`src/rtl/tmr_irq_router_pkg.sv`:
```
package tmr_irq_router_pkg;
  localparam int unsigned ROUTE_BITS  = 5;
  localparam int unsigned LINES_DEF   = 1 << ROUTE_BITS;
  localparam int unsigned PIT_LN_DEF  = 0;
  localparam int unsigned RTC_LN_DEF  = 8;

  typedef enum logic {
    TRIG_EDGE  = 1'b0,
    TRIG_LEVEL = 1'b1
  } trig_e;

  typedef struct packed {
    logic enter;
    logic leave;
  } mode_evt_t;
endpackage

```
`src/rtl/tmr_irq_chan.sv`:
```
module tmr_irq_chan
  import tmr_irq_router_pkg::*;
(
  input  logic clk_i,
  input  logic rst_ni,
  input  logic fire_i,
  input  logic clr_i,
  input  logic level_i,
  output logic req_o
);
  trig_e trig;
  logic  sts_q, pls_q;

  assign trig = trig_e'(level_i);

  always_ff @(posedge clk_i or negedge rst_ni) begin
    if (!rst_ni) begin
      sts_q <= 1'b0;
      pls_q <= 1'b0;
    end else begin
      // status only lives in level type; leaving it drops the bit
      sts_q <= (trig == TRIG_LEVEL) & ((sts_q & ~clr_i) | fire_i);
      pls_q <= (trig == TRIG_EDGE) & fire_i;
    end
  end

  assign req_o = (trig == TRIG_LEVEL) ? sts_q : pls_q;
endmodule

```
`src/rtl/tmr_irq_legacy.sv`:
```
module tmr_irq_legacy
  import tmr_irq_router_pkg::*;
(
  input  logic      clk_i,
  input  logic      rst_ni,
  input  logic      legacy_i,
  input  logic      pit_i,
  input  logic      rtc_i,
  output logic      pit_q_o,
  output logic      rtc_q_o,
  output mode_evt_t evt_o,
  output logic      pit_en_o
);
  logic mode_q;

  always_ff @(posedge clk_i or negedge rst_ni) begin
    if (!rst_ni) begin
      pit_q_o <= 1'b0;
      rtc_q_o <= 1'b0;
      mode_q  <= 1'b0;
    end else begin
      pit_q_o <= pit_i;
      rtc_q_o <= rtc_i;
      mode_q  <= legacy_i;
    end
  end

  assign evt_o.enter = legacy_i & ~mode_q;
  assign evt_o.leave = ~legacy_i & mode_q;
  assign pit_en_o    = ~mode_q;
endmodule

```
`src/rtl/tmr_irq_line_map.sv`:
```
module tmr_irq_line_map
  import tmr_irq_router_pkg::*;
#(
  parameter int unsigned N_CH     = 8,
  parameter int unsigned N_LINES  = LINES_DEF,
  parameter int unsigned ROUTE_W  = ROUTE_BITS,
  parameter int unsigned PIT_LINE = PIT_LN_DEF,
  parameter int unsigned RTC_LINE = RTC_LN_DEF
) (
  input  logic [N_CH-1:0]         req_i,
  input  logic [N_CH*ROUTE_W-1:0] route_i,
  input  logic                    legacy_i,
  input  logic                    pit_i,
  input  logic                    rtc_i,
  input  mode_evt_t               evt_i,
  output logic [N_LINES-1:0]      lines_o
);
  localparam int unsigned SPAN = 1 << ROUTE_W;

  logic [SPAN-1:0] wide;

  always_comb begin
    wide = '0;
    for (int c = 0; c < N_CH; c++) begin
      if (req_i[c]) begin
        if (legacy_i && c == 0)      wide[PIT_LINE] = 1'b1;
        else if (legacy_i && c == 1) wide[RTC_LINE] = 1'b1;
        else                         wide[route_i[c*ROUTE_W +: ROUTE_W]] = 1'b1;
      end
    end
    if (!legacy_i) begin
      wide[PIT_LINE] = wide[PIT_LINE] | pit_i;
      wide[RTC_LINE] = wide[RTC_LINE] | rtc_i;
    end
    // mode switch cycle overrides the two shared lines
    if (evt_i.enter) begin
      wide[PIT_LINE] = 1'b0;
      wide[RTC_LINE] = 1'b0;
    end
    if (evt_i.leave) begin
      wide[PIT_LINE] = 1'b0;
      wide[RTC_LINE] = rtc_i;
    end
  end

  assign lines_o = wide[N_LINES-1:0];
endmodule

```
`src/rtl/tmr_irq_router.sv`:
```
module tmr_irq_router
  import tmr_irq_router_pkg::*;
#(
  parameter int unsigned N_CH     = 8,
  parameter int unsigned N_LINES  = LINES_DEF,
  parameter int unsigned PIT_LINE = PIT_LN_DEF,
  parameter int unsigned RTC_LINE = RTC_LN_DEF
) (
  input  logic                       clk_i,
  input  logic                       rst_ni,
  input  logic                       glb_en_i,
  input  logic                       legacy_i,
  input  logic [N_CH-1:0]            ch_en_i,
  input  logic [N_CH-1:0]            ch_level_i,
  input  logic [N_CH*ROUTE_BITS-1:0] ch_route_i,
  input  logic [N_CH-1:0]            ch_fire_i,
  input  logic [N_CH-1:0]            ch_clr_i,
  input  logic                       pit_i,
  input  logic                       rtc_i,
  output logic [N_LINES-1:0]         irq_o,
  output logic                       pit_en_o
);
  logic [N_CH-1:0]    req, req_gated;
  logic [N_LINES-1:0] lines_d, irq_q;
  logic               pit_q, rtc_q;
  mode_evt_t          evt;

  for (genvar c = 0; c < N_CH; c++) begin : g_chan
    tmr_irq_chan u_chan (
      .clk_i   (clk_i),
      .rst_ni  (rst_ni),
      .fire_i  (ch_fire_i[c]),
      .clr_i   (ch_clr_i[c]),
      .level_i (ch_level_i[c]),
      .req_o   (req[c])
    );
  end

  assign req_gated = req & ch_en_i & {N_CH{glb_en_i}};

  tmr_irq_legacy u_legacy (
    .clk_i    (clk_i),
    .rst_ni   (rst_ni),
    .legacy_i (legacy_i),
    .pit_i    (pit_i),
    .rtc_i    (rtc_i),
    .pit_q_o  (pit_q),
    .rtc_q_o  (rtc_q),
    .evt_o    (evt),
    .pit_en_o (pit_en_o)
  );

  tmr_irq_line_map #(
    .N_CH     (N_CH),
    .N_LINES  (N_LINES),
    .ROUTE_W  (ROUTE_BITS),
    .PIT_LINE (PIT_LINE),
    .RTC_LINE (RTC_LINE)
  ) u_map (
    .req_i    (req_gated),
    .route_i  (ch_route_i),
    .legacy_i (legacy_i),
    .pit_i    (pit_q),
    .rtc_i    (rtc_q),
    .evt_i    (evt),
    .lines_o  (lines_d)
  );

  always_ff @(posedge clk_i or negedge rst_ni) begin
    if (!rst_ni) irq_q <= '0;
    else         irq_q <= lines_d;
  end

  assign irq_o = irq_q;
endmodule

```
`config.mk`:
```
export PLATFORM = sky130hd
export DESIGN_NAME = tmr_irq_router
export DESIGN_NICKNAME = d
export VERILOG_FILES = /design/src/rtl/tmr_irq_router_pkg.sv /design/src/rtl/tmr_irq_chan.sv /design/src/rtl/tmr_irq_legacy.sv /design/src/rtl/tmr_irq_line_map.sv /design/src/rtl/tmr_irq_router.sv
export SDC_FILE = /design/constraint.sdc
export NUM_CORES = 1
export LEC_CHECK = 0
export BUFFER_PORTS_ARGS = -buffer_cell sky130_fd_sc_hd__buf_2
export CORE_MARGIN = 8
export CORE_UTILIZATION = 28
export DETAILED_ROUTE_END_ITERATION = 8
export GPL_TIMING_DRIVEN = 0
export PLACE_DENSITY_LB_ADDON = 0.15
export REMOVE_ABC_BUFFERS = 1
export SETUP_SLACK_MARGIN = 0.15
export SYNTH_ARGS = -nofsm -noshare
export SYNTH_HDL_FRONTEND = slang
export SYNTH_HIERARCHICAL = 1
export SYNTH_SLANG_ARGS = --single-unit
```
`constraint.sdc`:
```
create_clock -name clk_i -period 5.7 [get_ports clk_i]
set_clock_uncertainty 0.15 [all_clocks]
set_input_delay 0.57 -clock clk_i [delete_from_list [all_inputs] [get_ports clk_i]]
set_output_delay 0.57 -clock clk_i [all_outputs]
set_load 0.03 [all_outputs]
```
==> results.md <==
* Fraction of registers with async set or reset after synthesis at 100%
* Worst rel slew slack at 23.3%
* Footprint of the multi-input gates at 2610 sq um
* Total DRC errors in the routed layout at 0
* Cells taking the most area after synthesis: sky130_fd_sc_hd__dfrtp_1 (32%), sky130_fd_sc_hd__o22ai_1 (8.5%), sky130_fd_sc_hd__a22oi_1 (5.7%)
* Clock tree from TritonCTS: built
* Cell variety after synth at 53
* Total power after layout at 0.906 mW
* Leak Pwr at 1.97 nW
* Antenna Nets Post-Route at 0
* Router iterations before antenna repair at 6
* Horizontal extent of the die at 135 um
* Worst min path class: input port to flop
* Initial standard-cell utilization of the core at 28.6%
* Clk Tree Root Cell: sky130_fd_sc_hd__clkbuf_16
* Routability cong. at 0.893
* Sequential-to-total area share from yosys stat at 32.2%
* R2R Setup Slk at 3370 ps
* Synthesized area per cell at 8.82 sq um
* Count of input and output buffers at 110
* Crit Path Category: input port to flop
* Flops & latches, synth at 51
* # diodes at 0
* Top-level I/O count at 111
* Placement Setup Slack at 2980 ps
* Fraction of final layout cells with drive strength greater than 1 at 26.8%
* Endpoint kind of the worst setup timing path: flop
* Required @ worst endpoint at 5760 ps
* Post-Syn Instances at 450
* Reg area at 1280 sq um
* Fmax at 412 MHz
* CP Data Arrival Time at 2490 ps
* Top fanout value on the critical path at 8
* Nets at 626
* Number of resized instances in the post-cts repair step at 0
* Final non-filler cell total at 729
* Launch point of the critical path: ch_level_i[2]
* Total setup violations reported at the end of the flow at 0
* Final Routed Wirelength at 17,100 um
* Floorplan Core Area at 13,900 sq um
* Half-perimeter wire length of the detailed placement result at 13,500 um
* Crit path to: irq_o[4]$_DFF_PN0_
* Commonest non-fill, non-tap cells in the layout: sky130_fd_sc_hd__buf_2 (110), sky130_fd_sc_hd__o22ai_1 (54), sky130_fd_sc_hd__dfrtp_1 (51), sky130_fd_sc_hd__nor2_1 (40), sky130_fd_sc_hd__a22oi_1 (30)
* Category of the worst setup path launch point: input port
* Clock tree sinks at 51
* Fraction of post-synthesis cell area in the top cell type by area at 32.2%
* Least setup slack across all paths after layout at 3270 ps
* Power density over the cells at 187 nW/um^2
* Number of max-slew violations in the final report at 0
* Filler cell count in the final layout at 1,506
* Synth area leader: sky130_fd_sc_hd__dfrtp_1
* Number of buffers inserted during clock tree synthesis at 5
* Number of standard-cell rows in the floorplan at 43
* VDD IR max at 0.0862 mV
* Worst reg2reg path startpoint: g_chan[2].u_chan/sts_q$_DFF_PN0_
* Grt total ovfl at 0
* Global router's overall resource usage at 18.5%
* Yosys Warn Count at 6
* Reg2reg end: irq_o[4]$_DFF_PN0_
* Worst r2r path cells at 5
* Primary FF master, synth: sky130_fd_sc_hd__dfrtp_1
* Number of antenna violations at the first check in global routing at 0
* Routed wire per std cell at 23.5 um
* Count of vias placed by the detailed router at 4,314
* Period utilisation layout at 42.6%
* # Max-Cap Violations at 0
* Cell-by-cell listing of the critical path: buf_2 > mux2_4 > and3_1 > nor4bb_1 > a222oi_1 > o211ai_1
* Inst Count DP at 721
* Status: finished, final reports clean
* H-Tree Depth at 2
* Layout Area Growth over Synthesis at 22.1%
* Clock input transition at the sequential cells of the worst setup and hold paths at 70 ps
* Vertical die dimension at 135 um
* Maximum number of pins on one net before global-route repair at 52
* Unrepaired setup endpoints after global routing: false
* Total Neg Setup Slack at 0 ps
* Wire length of the first global-routing pass at 25,600 um
* Tightest Pin Transition at 1150 ps
* Final min period at 2430 ps
* Clock latency at the later pin of the worst-skew pair at 310 ps
* Clock tree buffer depth at 2
* Post-CTS setup buffer count at 0
* Cell at the slowest stage of the critical path: sky130_fd_sc_hd__nor4bb_1
* Initial drt markers at 527
* Die Footprint at 18,200 sq um
* Drt via density at 5.92
* Vias in the first global route at 4,290
* Final number of hold-violating endpoints at 0
* Critical Path Max Stage Delay at 970 ps
* Cell Area, Synth at 3970 sq um
* Share of the core filled with cells at 34.9%
* Number of flops mapped to enable cells by yosys at 0
* Most frequent standard cell in the layout excluding fill and tap cells: sky130_fd_sc_hd__buf_2
* Hold-fix buffers at CTS at 0
## sequential cells by signal (all words and copies together) (netlist names)
signal,cells
u_legacy/pit_q_o,1
g_chan.u_chan/pls_q,8
u_legacy/rtc_q_o,1
irq_o,32
g_chan.u_chan/sts_q,8
u_legacy/mode_q,1
## how the worst min path moves through the flow
stage | to | depth (start not counted) | slack, ps | start
floorplan | g_chan[0].u_chan/pls_q$_DFF_PN0_ | 0 | 120 | rst_ni
global placement | irq_o[8]$_DFF_PN0_ | 2 | 410 | u_legacy/rtc_q_o$_DFF_PN0_
detailed placement | irq_o[8]$_DFF_PN0_ | 2 | 400 | u_legacy/rtc_q_o$_DFF_PN0_
CTS | u_legacy/rtc_q_o$_DFF_PN0_ | 1 | 210 | rtc_i
global route | u_legacy/pit_q_o$_DFF_PN0_ | 1 | 220 | pit_i
finish | u_legacy/rtc_q_o$_DFF_PN0_ | 1 | 220 | rtc_i
## critical path: cells and delay by family
kind            cells  cell delay [ps]
mux                 1              180
simple gates        2             1240
compound gates      2              380
buf+inv             1              120
## per-stage QoR
step           hold slack [ps]  area, sq um
6_report                   217         4850
5_1_grt                    218         4850
4_1_cts                    213         4850
3_5_place_dp               401         4670
3_3_place_gp               411         4670
2_1_floorplan              124         3900
## metal layers
layer | wire length, um | global-route usage [%] | share of wire, %
met1 | 7210 | 23.1 | 42
met5 | 0 | 0 | 0
met2 | 7870 | 29.5 | 46
met3 | 1500 | 5.09 | 8.8
met4 | 520 | 7.65 | 3.0
## Yosys cell counts, types with 3 or more instances
master and number:
sky130_fd_sc_hd__and3_1 12, sky130_fd_sc_hd__and2b_2 9, sky130_fd_sc_hd__nor3_1 11, sky130_fd_sc_hd__nor3b_1 8, sky130_fd_sc_hd__or2_2 4, sky130_fd_sc_hd__nor2_1 40
sky130_fd_sc_hd__a32oi_1 4, sky130_fd_sc_hd__o21a_1 8, sky130_fd_sc_hd__nand2b_1 12, sky130_fd_sc_hd__nand4b_1 14, sky130_fd_sc_hd__clkbuf_1 17, sky130_fd_sc_hd__dfrtp_1 51
sky130_fd_sc_hd__a211oi_1 3, sky130_fd_sc_hd__o22ai_1 54, sky130_fd_sc_hd__nor4_1 3, sky130_fd_sc_hd__a222oi_1 3, sky130_fd_sc_hd__a22oi_1 30, sky130_fd_sc_hd__nand3b_1 4
sky130_fd_sc_hd__and3b_1 5, sky130_fd_sc_hd__nand3_1 4, sky130_fd_sc_hd__nor4bb_1 7, sky130_fd_sc_hd__nor2b_1 23, sky130_fd_sc_hd__nand2_1 18, sky130_fd_sc_hd__inv_1 4
sky130_fd_sc_hd__mux2_4 8, sky130_fd_sc_hd__a21oi_1 13, sky130_fd_sc_hd__o32ai_1 4, sky130_fd_sc_hd__nor4b_1 3, sky130_fd_sc_hd__o211ai_1 16, sky130_fd_sc_hd__a22o_1 8
sky130_fd_sc_hd__nand4_1 5, sky130_fd_sc_hd__or4bb_1 9, sky130_fd_sc_hd__o21ai_0 9
## cells by family after synthesis
logic type / share of synthesized area, %
AOI/OAI and AO/OA: 29.2
and+or+nand+nor: 33.5
buffers and inverters: 2.18
muxes: 3.03
DFF: 32.2
## final cells by class
cell class	instances	area share, %
Clock buffer	6	2.87
Clock inverter	2	0.723
Inverter	4	0.310
Multi-Input combinational cell	376	53.8
Sequential cell	51	26.3
Tap cell	180	4.65
Timing Repair Buffer	110	11.4
## where the power goes
group	internal, mW	switching [mW]
logic	0.0606	0.108
clock network	0.219	0.141
registers	0.373	0.00383
total	0.653	0.254
Power figures use the tool's default switching activity.
